[src/rtl/dma_chan_pkg.sv]
package dma_chan_pkg;
  // Strobes from control to datapath, valid for one cycle.
  typedef struct packed {
    logic loadAddr;   // byte write into address pair
    logic loadCount;  // byte write into count pair
    logic step;       // count steps down by one
    logic moveAddr;   // address steps by one
    logic dec;        // address direction
    logic reload;     // copy base into current
  } chanStb_t;
endpackage

[src/rtl/dma_chan_ctrl.sv]
module dma_chan_ctrl
  import dma_chan_pkg::*;
#(
  parameter bit HOLD_CAPABLE = 1'b1
) (
  input  logic     clk,
  input  logic     rstN,
  input  logic     masterClr,
  input  logic     wrAddr,
  input  logic     wrCount,
  input  logic     rdAddr,
  input  logic     rdCount,
  input  logic     xferStb,
  input  logic     eopIn,
  input  logic     autoInitEn,
  input  logic     addrDec,
  input  logic     memToMem,
  input  logic     addrHoldEn,
  input  logic     countZero,
  output chanStb_t stb,
  output logic     tcPulse,
  output logic     maskReq,
  output logic     ptrToggle
);
  logic anyWr;
  logic live;
  logic tcHit;
  logic eopHit;
  logic holdAddr;

  always_comb begin
    anyWr    = wrAddr | wrCount;
    live     = !masterClr && !anyWr;
    tcHit    = live && xferStb && countZero;
    eopHit   = tcHit || (live && eopIn);
    holdAddr = HOLD_CAPABLE && memToMem && addrHoldEn;

    stb.loadAddr  = !masterClr && wrAddr;
    stb.loadCount = !masterClr && wrCount;
    stb.reload    = eopHit && autoInitEn;
    stb.step      = live && xferStb && !stb.reload;
    stb.moveAddr  = stb.step && !holdAddr;
    stb.dec       = addrDec;
  end

  always_ff @(posedge clk or negedge rstN) begin
    if (!rstN) begin
      tcPulse   <= 1'b0;
      maskReq   <= 1'b0;
      ptrToggle <= 1'b0;
    end else begin
      tcPulse   <= tcHit;
      maskReq   <= eopHit && !autoInitEn;
      ptrToggle <= !masterClr && (anyWr || rdAddr || rdCount);
    end
  end
endmodule

[src/rtl/dma_chan_datapath.sv]
module dma_chan_datapath
  import dma_chan_pkg::*;
#(
  parameter int DATA_W = 16,
  parameter int BYTE_W = 8,
  localparam int NB    = DATA_W / BYTE_W,
  localparam int PTR_W = (NB > 1) ? $clog2(NB) : 1
) (
  input  logic              clk,
  input  logic              rstN,
  input  chanStb_t          stb,
  input  logic [PTR_W-1:0]  bytePtr,
  input  logic [BYTE_W-1:0] wrData,
  input  logic              rdAddr,
  input  logic              rdCount,
  output logic [BYTE_W-1:0] rdData,
  output logic [DATA_W-1:0] curAddr,
  output logic [DATA_W-1:0] curCount,
  output logic              countZero
);
  logic [DATA_W-1:0] baseAddr, baseCount;
  logic [DATA_W-1:0] curAddrWr, curCountWr, baseAddrWr, baseCountWr;
  logic [DATA_W-1:0] rdSel;

  // Merge the write byte into each register at the selected lane.
  always_comb begin
    curAddrWr   = curAddr;
    curCountWr  = curCount;
    baseAddrWr  = baseAddr;
    baseCountWr = baseCount;
    for (int i = 0; i < NB; i++) begin
      if (PTR_W'(i) == bytePtr) begin
        curAddrWr[i*BYTE_W +: BYTE_W]   = wrData;
        curCountWr[i*BYTE_W +: BYTE_W]  = wrData;
        baseAddrWr[i*BYTE_W +: BYTE_W]  = wrData;
        baseCountWr[i*BYTE_W +: BYTE_W] = wrData;
      end
    end
  end

  always_ff @(posedge clk or negedge rstN) begin
    if (!rstN) begin
      curAddr   <= '0;
      curCount  <= '0;
      baseAddr  <= '0;
      baseCount <= '0;
    end else begin
      if (stb.loadAddr) begin
        curAddr  <= curAddrWr;
        baseAddr <= baseAddrWr;
      end else if (stb.reload) begin
        curAddr <= baseAddr;
      end else if (stb.moveAddr) begin
        curAddr <= stb.dec ? curAddr - 1'b1 : curAddr + 1'b1;
      end

      if (stb.loadCount) begin
        curCount  <= curCountWr;
        baseCount <= baseCountWr;
      end else if (stb.reload) begin
        curCount <= baseCount;
      end else if (stb.step) begin
        curCount <= curCount - 1'b1;
      end
    end
  end

  always_comb begin
    countZero = (curCount == '0);
    rdSel     = rdAddr ? curAddr : curCount;
    rdData    = (rdAddr || rdCount) ? rdSel[bytePtr*BYTE_W +: BYTE_W] : '0;
  end
endmodule

[src/rtl/dma_chan_engine.sv]
module dma_chan_engine
  import dma_chan_pkg::*;
#(
  parameter int DATA_W       = 16,
  parameter int BYTE_W       = 8,
  parameter bit HOLD_CAPABLE = 1'b1,
  localparam int NB          = DATA_W / BYTE_W,
  localparam int PTR_W       = (NB > 1) ? $clog2(NB) : 1
) (
  input  logic              clk,
  input  logic              rstN,
  input  logic              masterClr,
  input  logic              wrAddr,
  input  logic              wrCount,
  input  logic              rdAddr,
  input  logic              rdCount,
  input  logic [PTR_W-1:0]  bytePtr,
  input  logic [BYTE_W-1:0] wrData,
  output logic [BYTE_W-1:0] rdData,
  output logic              ptrToggle,
  input  logic              xferStb,
  input  logic              eopIn,
  input  logic              autoInitEn,
  input  logic              addrDec,
  input  logic              memToMem,
  input  logic              addrHoldEn,
  output logic              tcPulse,
  output logic              maskReq
);
  chanStb_t          stb;
  logic              countZero;
  logic [DATA_W-1:0] curAddr;
  logic [DATA_W-1:0] curCount;

  dma_chan_ctrl #(.HOLD_CAPABLE(HOLD_CAPABLE)) i_ctrl (
    .clk(clk), .rstN(rstN), .masterClr(masterClr),
    .wrAddr(wrAddr), .wrCount(wrCount), .rdAddr(rdAddr), .rdCount(rdCount),
    .xferStb(xferStb), .eopIn(eopIn), .autoInitEn(autoInitEn),
    .addrDec(addrDec), .memToMem(memToMem), .addrHoldEn(addrHoldEn),
    .countZero(countZero), .stb(stb),
    .tcPulse(tcPulse), .maskReq(maskReq), .ptrToggle(ptrToggle)
  );

  dma_chan_datapath #(.DATA_W(DATA_W), .BYTE_W(BYTE_W)) i_dp (
    .clk(clk), .rstN(rstN), .stb(stb), .bytePtr(bytePtr), .wrData(wrData),
    .rdAddr(rdAddr), .rdCount(rdCount), .rdData(rdData),
    .curAddr(curAddr), .curCount(curCount), .countZero(countZero)
  );
endmodule

[config.mk]
export PLATFORM = sky130hd
export DESIGN_NAME = dma_chan_engine
export DESIGN_NICKNAME = d
export VERILOG_FILES = /design/src/rtl/dma_chan_pkg.sv /design/src/rtl/dma_chan_ctrl.sv /design/src/rtl/dma_chan_datapath.sv /design/src/rtl/dma_chan_engine.sv
export SDC_FILE = /design/constraint.sdc
export NUM_CORES = 1
export LEC_CHECK = 0
export ABC_AREA = 1
export BUFFER_PORTS_ARGS = -buffer_cell sky130_fd_sc_hd__buf_2
export CAP_MARGIN = 5
export CORE_MARGIN = 5
export CORE_UTILIZATION = 50
export CTS_CLUSTER_SIZE = 12
export DETAILED_ROUTE_END_ITERATION = 7
export PLACE_DENSITY = 0.71
export SLEW_MARGIN = 20
export SYNTH_ARGS = -nofsm -noshare
export SYNTH_HDL_FRONTEND = slang
export SYNTH_HIERARCHICAL = 1
export SYNTH_SLANG_ARGS = --single-unit
[constraint.sdc]
create_clock -name clk -period 3.6 [get_ports clk]
set_input_delay 0.9 -clock clk [delete_from_list [all_inputs] [get_ports clk]]
set_output_delay 0.9 -clock clk [all_outputs]
set_load 0.01 [all_outputs]
; Yosys cells after proc, flatten, opt, wreduce, memory -nomap -nowiden
; Index checks and enable logic that the tools add are counted.
[totals]
in_bits = 22
output_inout_bits = 11
reg_bits = 67
wordCells = 64
[op_classes]
n_mux = 11
n_reduce_logical = 32
n_bitwise = 2
n_addsub = 3
n_eq_ne = 4
shifts = 1
[op_table]
columns = operator, count
row1 = 16-bit 2-to-1 mux, 8
row2 = 16-bit by 1-bit subtractor with 16-bit output (second input constant), 2
row3 = 8-bit 2-to-1 mux, 3
row4 = 16-bit by 1-bit adder with 16-bit output (second input constant), 1
row5 = 16-bit zero test, 1
row6 = 2-bit AND reduction, 8
row7 = 16-bit by 5-bit indexed part select with 8-bit output, 1
row8 = 1-bit logical AND, 12
row9 = 2-bit inequality test (second input constant), 4
row10 = 3-bit nonzero test, 2
row11 = 1-bit zero test, 5
row12 = 1-bit logical OR, 4
row13 = 1-bit inverter, 1
row14 = 1-bit bitwise OR, 1

; Logic depth before layout (Yosys ltp)
[depth]
word_depth = 13
depth_mapped = 17
ltp_nobuf = 16

; Cells and area by module
; Netlist, hierarchy kept.
[modules_own_cells]
columns = module, instances, cells_each, area_per_inst_um2, seq_area_each_um2
row1 = dma_chan_datapath, 1, 664, 4485.6, 1601.5
row2 = dma_chan_ctrl, 1, 26, 193.9, 75.1

; Least setup slack after synthesis
; Ideal clock, no wire load.
[synth_timing]
path_kind = input to output
start = input rdAddr
end = output rdData[0]
n_path_buf = 1
required_time_ns = 2.700
path_slack_ns = 1.088
arrival_ns = 1.612
cell_stages = 4
cell_sequence = inv_1 -> clkbuf_1 -> o21ai_0 -> a21oi_1
[synth_between]
elab_chain_cells = 3
word_cells_on_any_way = 4
classes_between = shift (1) / mux (2) / reduce/logical (1)
[synth_lines]
columns = element, line
row1 = from (decl), dma_chan_engine.sv:15  ; input logic rdAddr,
row2 = 16-bit 2-to-1 mux, dma_chan_datapath.sv:70  ; rdSel = rdAddr ? curAddr : curCount;
row3 = 16-bit by 5-bit indexed part select with 8-bit output, dma_chan_datapath.sv:71  ; rdData = (rdAddr || rdCount) ? rdSel[bytePtr*BYTE_W +: BYTE_W] : '0;
row4 = 8-bit 2-to-1 mux *, dma_chan_datapath.sv:71
row5 = to (decl), dma_chan_engine.sv:19  ; output logic [BYTE_W-1:0] rdData,
; Every way passes the cells marked *; elsewhere a longest branch is shown, timed or not.

; Final worst setup path
; Ends and elaborated chain as after synthesis.

==> impl_metrics.env <==
export IMPL_syn_cell_area_um2=4680
export IMPL_antenna_found_initial=0
export IMPL_startpoint="rdAddr"
export IMPL_root_buffer="clkbuf_8"
export IMPL_max_slew_margin=0.401
export IMPL_path_max_fanout=23
export IMPL_dp_slack_ns=0.621
export IMPL_vdd_ir_drop_max_v=0.000231
export IMPL_synth_distinct_cells=31
export IMPL_place_congestion=0.900
export IMPL_cts_buffers=9
export IMPL_period_needed_ns=3.02
export IMPL_worst_path_buf_inv=3
export IMPL_cts_sinks=67
export IMPL_wl_per_cell_um=17.0
export IMPL_clock_path_buffers=2
export IMPL_rsz0062_at_grt="no"
export IMPL_finalMaxSlewViolations=0
export IMPL_syn_nets=729
export IMPL_hold_buffers=0
export IMPL_skew_ns=0.00820
export IMPL_cts_setup_buffers=0
export IMPL_path_clk_slew_ns=0.07
export IMPL_holdCritPathClass="reg2reg"
export IMPL_place_hpwl_mm=10.7
export IMPL_start_kind="primary input"
export IMPL_post_layout_total_power_mw=3.24
export IMPL_power_leakage_nw=2.69
export IMPL_nets=757
export IMPL_timing_final_crit_share=0.838
export IMPL_setup_viol=0
export IMPL_core_area_um2=9200
export IMPL_grt_usage=0.258
export IMPL_cpMaxStageDelayCell="inv_1"
export IMPL_drc=0
export IMPL_criticalPathCategory="in2out"
export IMPL_power_per_cell_area_nw_per_um2=630
export IMPL_fp_dieW_um=107
export IMPL_n_antenna_cell=0
export IMPL_outcome="complete, no violations"
export IMPL_crit_top_cell="buf_2"
export IMPL_drive_gt1_frac=0.125
export IMPL_hold_viol_final=0
export IMPL_drt_iter0_markers=466
export IMPL_setup_ws_ns=0.583
export IMPL_cts_max_level=3
export IMPL_initial_core_util=0.509
export IMPL_grt_pass1_vias=4339
export IMPL_tightest_slew_ns=0.897
export IMPL_dieArea_um2=11400
export IMPL_rows=35
export IMPL_grt_max_degree=53
export IMPL_cts_resized=0
export IMPL_overflow=0
export IMPL_vias=4625
export IMPL_fmax_mhz=331
export IMPL_clk_latency_ns=0.35
export IMPL_required_ns=2.70
export IMPL_max_stage_delay_ns=0.42
export IMPL_critPathTopFamily="buffers and inverters"
export IMPL_io_pin_count=33
export IMPL_die_h_um=107
export IMPL_wl_mm=14.2
export IMPL_hp_start="i_dp/baseAddr[2]$_DFFE_PN0P_"
export IMPL_drtAntennaViolNets=0
export IMPL_vias_per_cell=5.55
export IMPL_cp_data_arrival_time_ns=2.12
export IMPL_cp_end_kind="primary output"
export IMPL_synth_seq_cells=67
export IMPL_synth_seq_area_share=0.358
export IMPL_areaGrowthSynthToFinish_pct=9.84
export IMPL_cp_cell_sequence="buf_2, inv_1, o21ai_0, a21oi_1, buf_2"
export IMPL_cap_violations=0
export IMPL_firstDrtPassIters=5
export IMPL_portBuffers=32
export IMPL_regToRegStartpoint="i_dp/curCount[12]$_DFFE_PN0P_"
export IMPL_final_util=0.559
export IMPL_synth_cells=690
export IMPL_cts_tree="done"
export IMPL_ys_warn_count=6
export IMPL_grt_pass1_wl_mm=23.0
export IMPL_avgSynthCellArea_um2=6.78
export IMPL_finalSetupTns_ns=0
export IMPL_fillers=922
-- metrics by stage --
| stage | hold slack (ns) | instance area, µm² | instances |
|---|---|---|---|
| global placement | 0.469 | 4930 | 818 |
| global route | 0.515 | 5140 | 833 |
| finish | 0.489 | 5140 | 833 |
| CTS | 0.494 | 5140 | 833 |
| detailed placement | 0.474 | 4930 | 818 |
| floorplan | 0.448 | 4680 | 690 |
-- power by group --
group | leakage [nW] | total [mW] | internal [mW] | switching [mW]
logic | 1.78 | 1.41 | 0.505 | 0.901
registers | 0.797 | 1.15 | 0.940 | 0.206
clock network | 0.106 | 0.688 | 0.388 | 0.300
total | 2.69 | 3.24 | 1.83 | 1.41
-- layer usage --
layer,vias to the layer above,global-route usage,part of all wire,wire [µm]
met5,-,0,0,0
met4,0,0.0676,0.021,303
met3,23,0.0614,0.077,1080
met2,157,0.376,0.41,5840
met1,2150,0.384,0.49,6930
li1,2295,-,-,-
-- layout by cell type, fill, tap and decap left out, drive strengths merged, types with 3 or more instances in the layout --
| cell | n |
|---|---|
| o211ai | 7 |
| a31oi | 6 |
| a22oi | 3 |
| nand2 | 170 |
| xor2 | 10 |
| inv | 89 |
| buf | 38 |
| a21oi | 62 |
| o21ai | 86 |
| ha | 16 |
| nand3 | 37 |
| nor2 | 104 |
| clkbuf | 9 |
| nand4 | 5 |
| nor3 | 4 |
| dfrtp | 67 |
-- kinds of logic (layout without fill, tap and decap cells) --
| group | Yosys count | after routing | synth area share |
|---|---|---|---|
| fa+ha+maj | 17 | 17 | 0.0471 |
| compound gates | 166 | 166 | 0.189 |
| xor+xnor | 11 | 11 | 0.0206 |
| buf+inv | 109 | 141 | 0.0914 |
| flops | 67 | 67 | 0.358 |
| simple gates | 320 | 320 | 0.294 |
-- state kept, by name, summed over array words and instances (netlist names) --
name	flops
i_dp/baseAddr	16
i_dp/baseCount	16
i_dp/curAddr	16
i_dp/curCount	16
i_ctrl/maskReq	1
i_ctrl/ptrToggle	1
i_ctrl/tcPulse	1
-- synthesized netlist by cell type --
cell      number  area, µm²
ha_1          16        200
inv_1         78        293
a22oi_1        3       22.5
o21ai_4        1       16.3
xor2_1        10       87.6
o21ai_1        6       30.0
nor3_1         4       20.0
nor2_1        94        353
nand2_2       10       62.6
o22ai_1        2       12.5
a21oi_2        1       8.76
clkbuf_1      10       37.5
nand3_1       35        175
dfrtp_1       67       1680
nand4_1        4       25.0
nor2_4         7       78.8
buf_4          2       15.0
xnor2_1        1       8.76
a21oi_1       61        305
o21ai_2        1       8.76
o21ai_0       78        390
nand2_4        1       11.3
nand3_2        2       20.0
nor2_2         3       18.8
inv_2         10       37.5
nand2_1      159        597
nand4_2        1       12.5
a31oi_1        6       37.5
buf_2          9       45.0
fa_1           1       20.0
o211ai_1       7       52.6
-- final cells by class --
type	instances	area [µm²]	area share
Clock buffer	9	124	0.0241
Clock inverter	6	90.1	0.0175
Inverter	88	330	0.0643
Multi-Input combinational cell	514	2570	0.501
Sequential cell	67	1680	0.326
Tap cell	111	139	0.0270
Timing Repair Buffer	38	205	0.0399
-- tightest hold or removal path, delay by kind of cell, from the launching register on --
family / cells / cell delay [ns]
compound gates: 1 / 0.06
simple gates: 1 / 0.05
flops: 1 / 0.34
-- final timing paths --
| kind | endpoint | slack, ns | cells after the start |
|---|---|---|---|
| setup / recovery | rdData[0] | 0.58 | 5 |
| hold reg to reg | i_dp/baseAddr[2]$_DFFE_PN0P_ | 0.49 | 2 |
| setup reg to reg | i_dp/curCount[6]$_DFFE_PN0P_ | 0.97 | 14 |
| hold / removal | i_dp/baseAddr[2]$_DFFE_PN0P_ | 0.49 | 2 |
| min in group asynchronous | i_dp/baseAddr[12]$_DFFE_PN0P_ | 0.52 | 1 |
| max in group asynchronous | i_dp/baseCount[6]$_DFFE_PN0P_ | 2.33 | 2 |
Power figures use the tool's default switching activity.
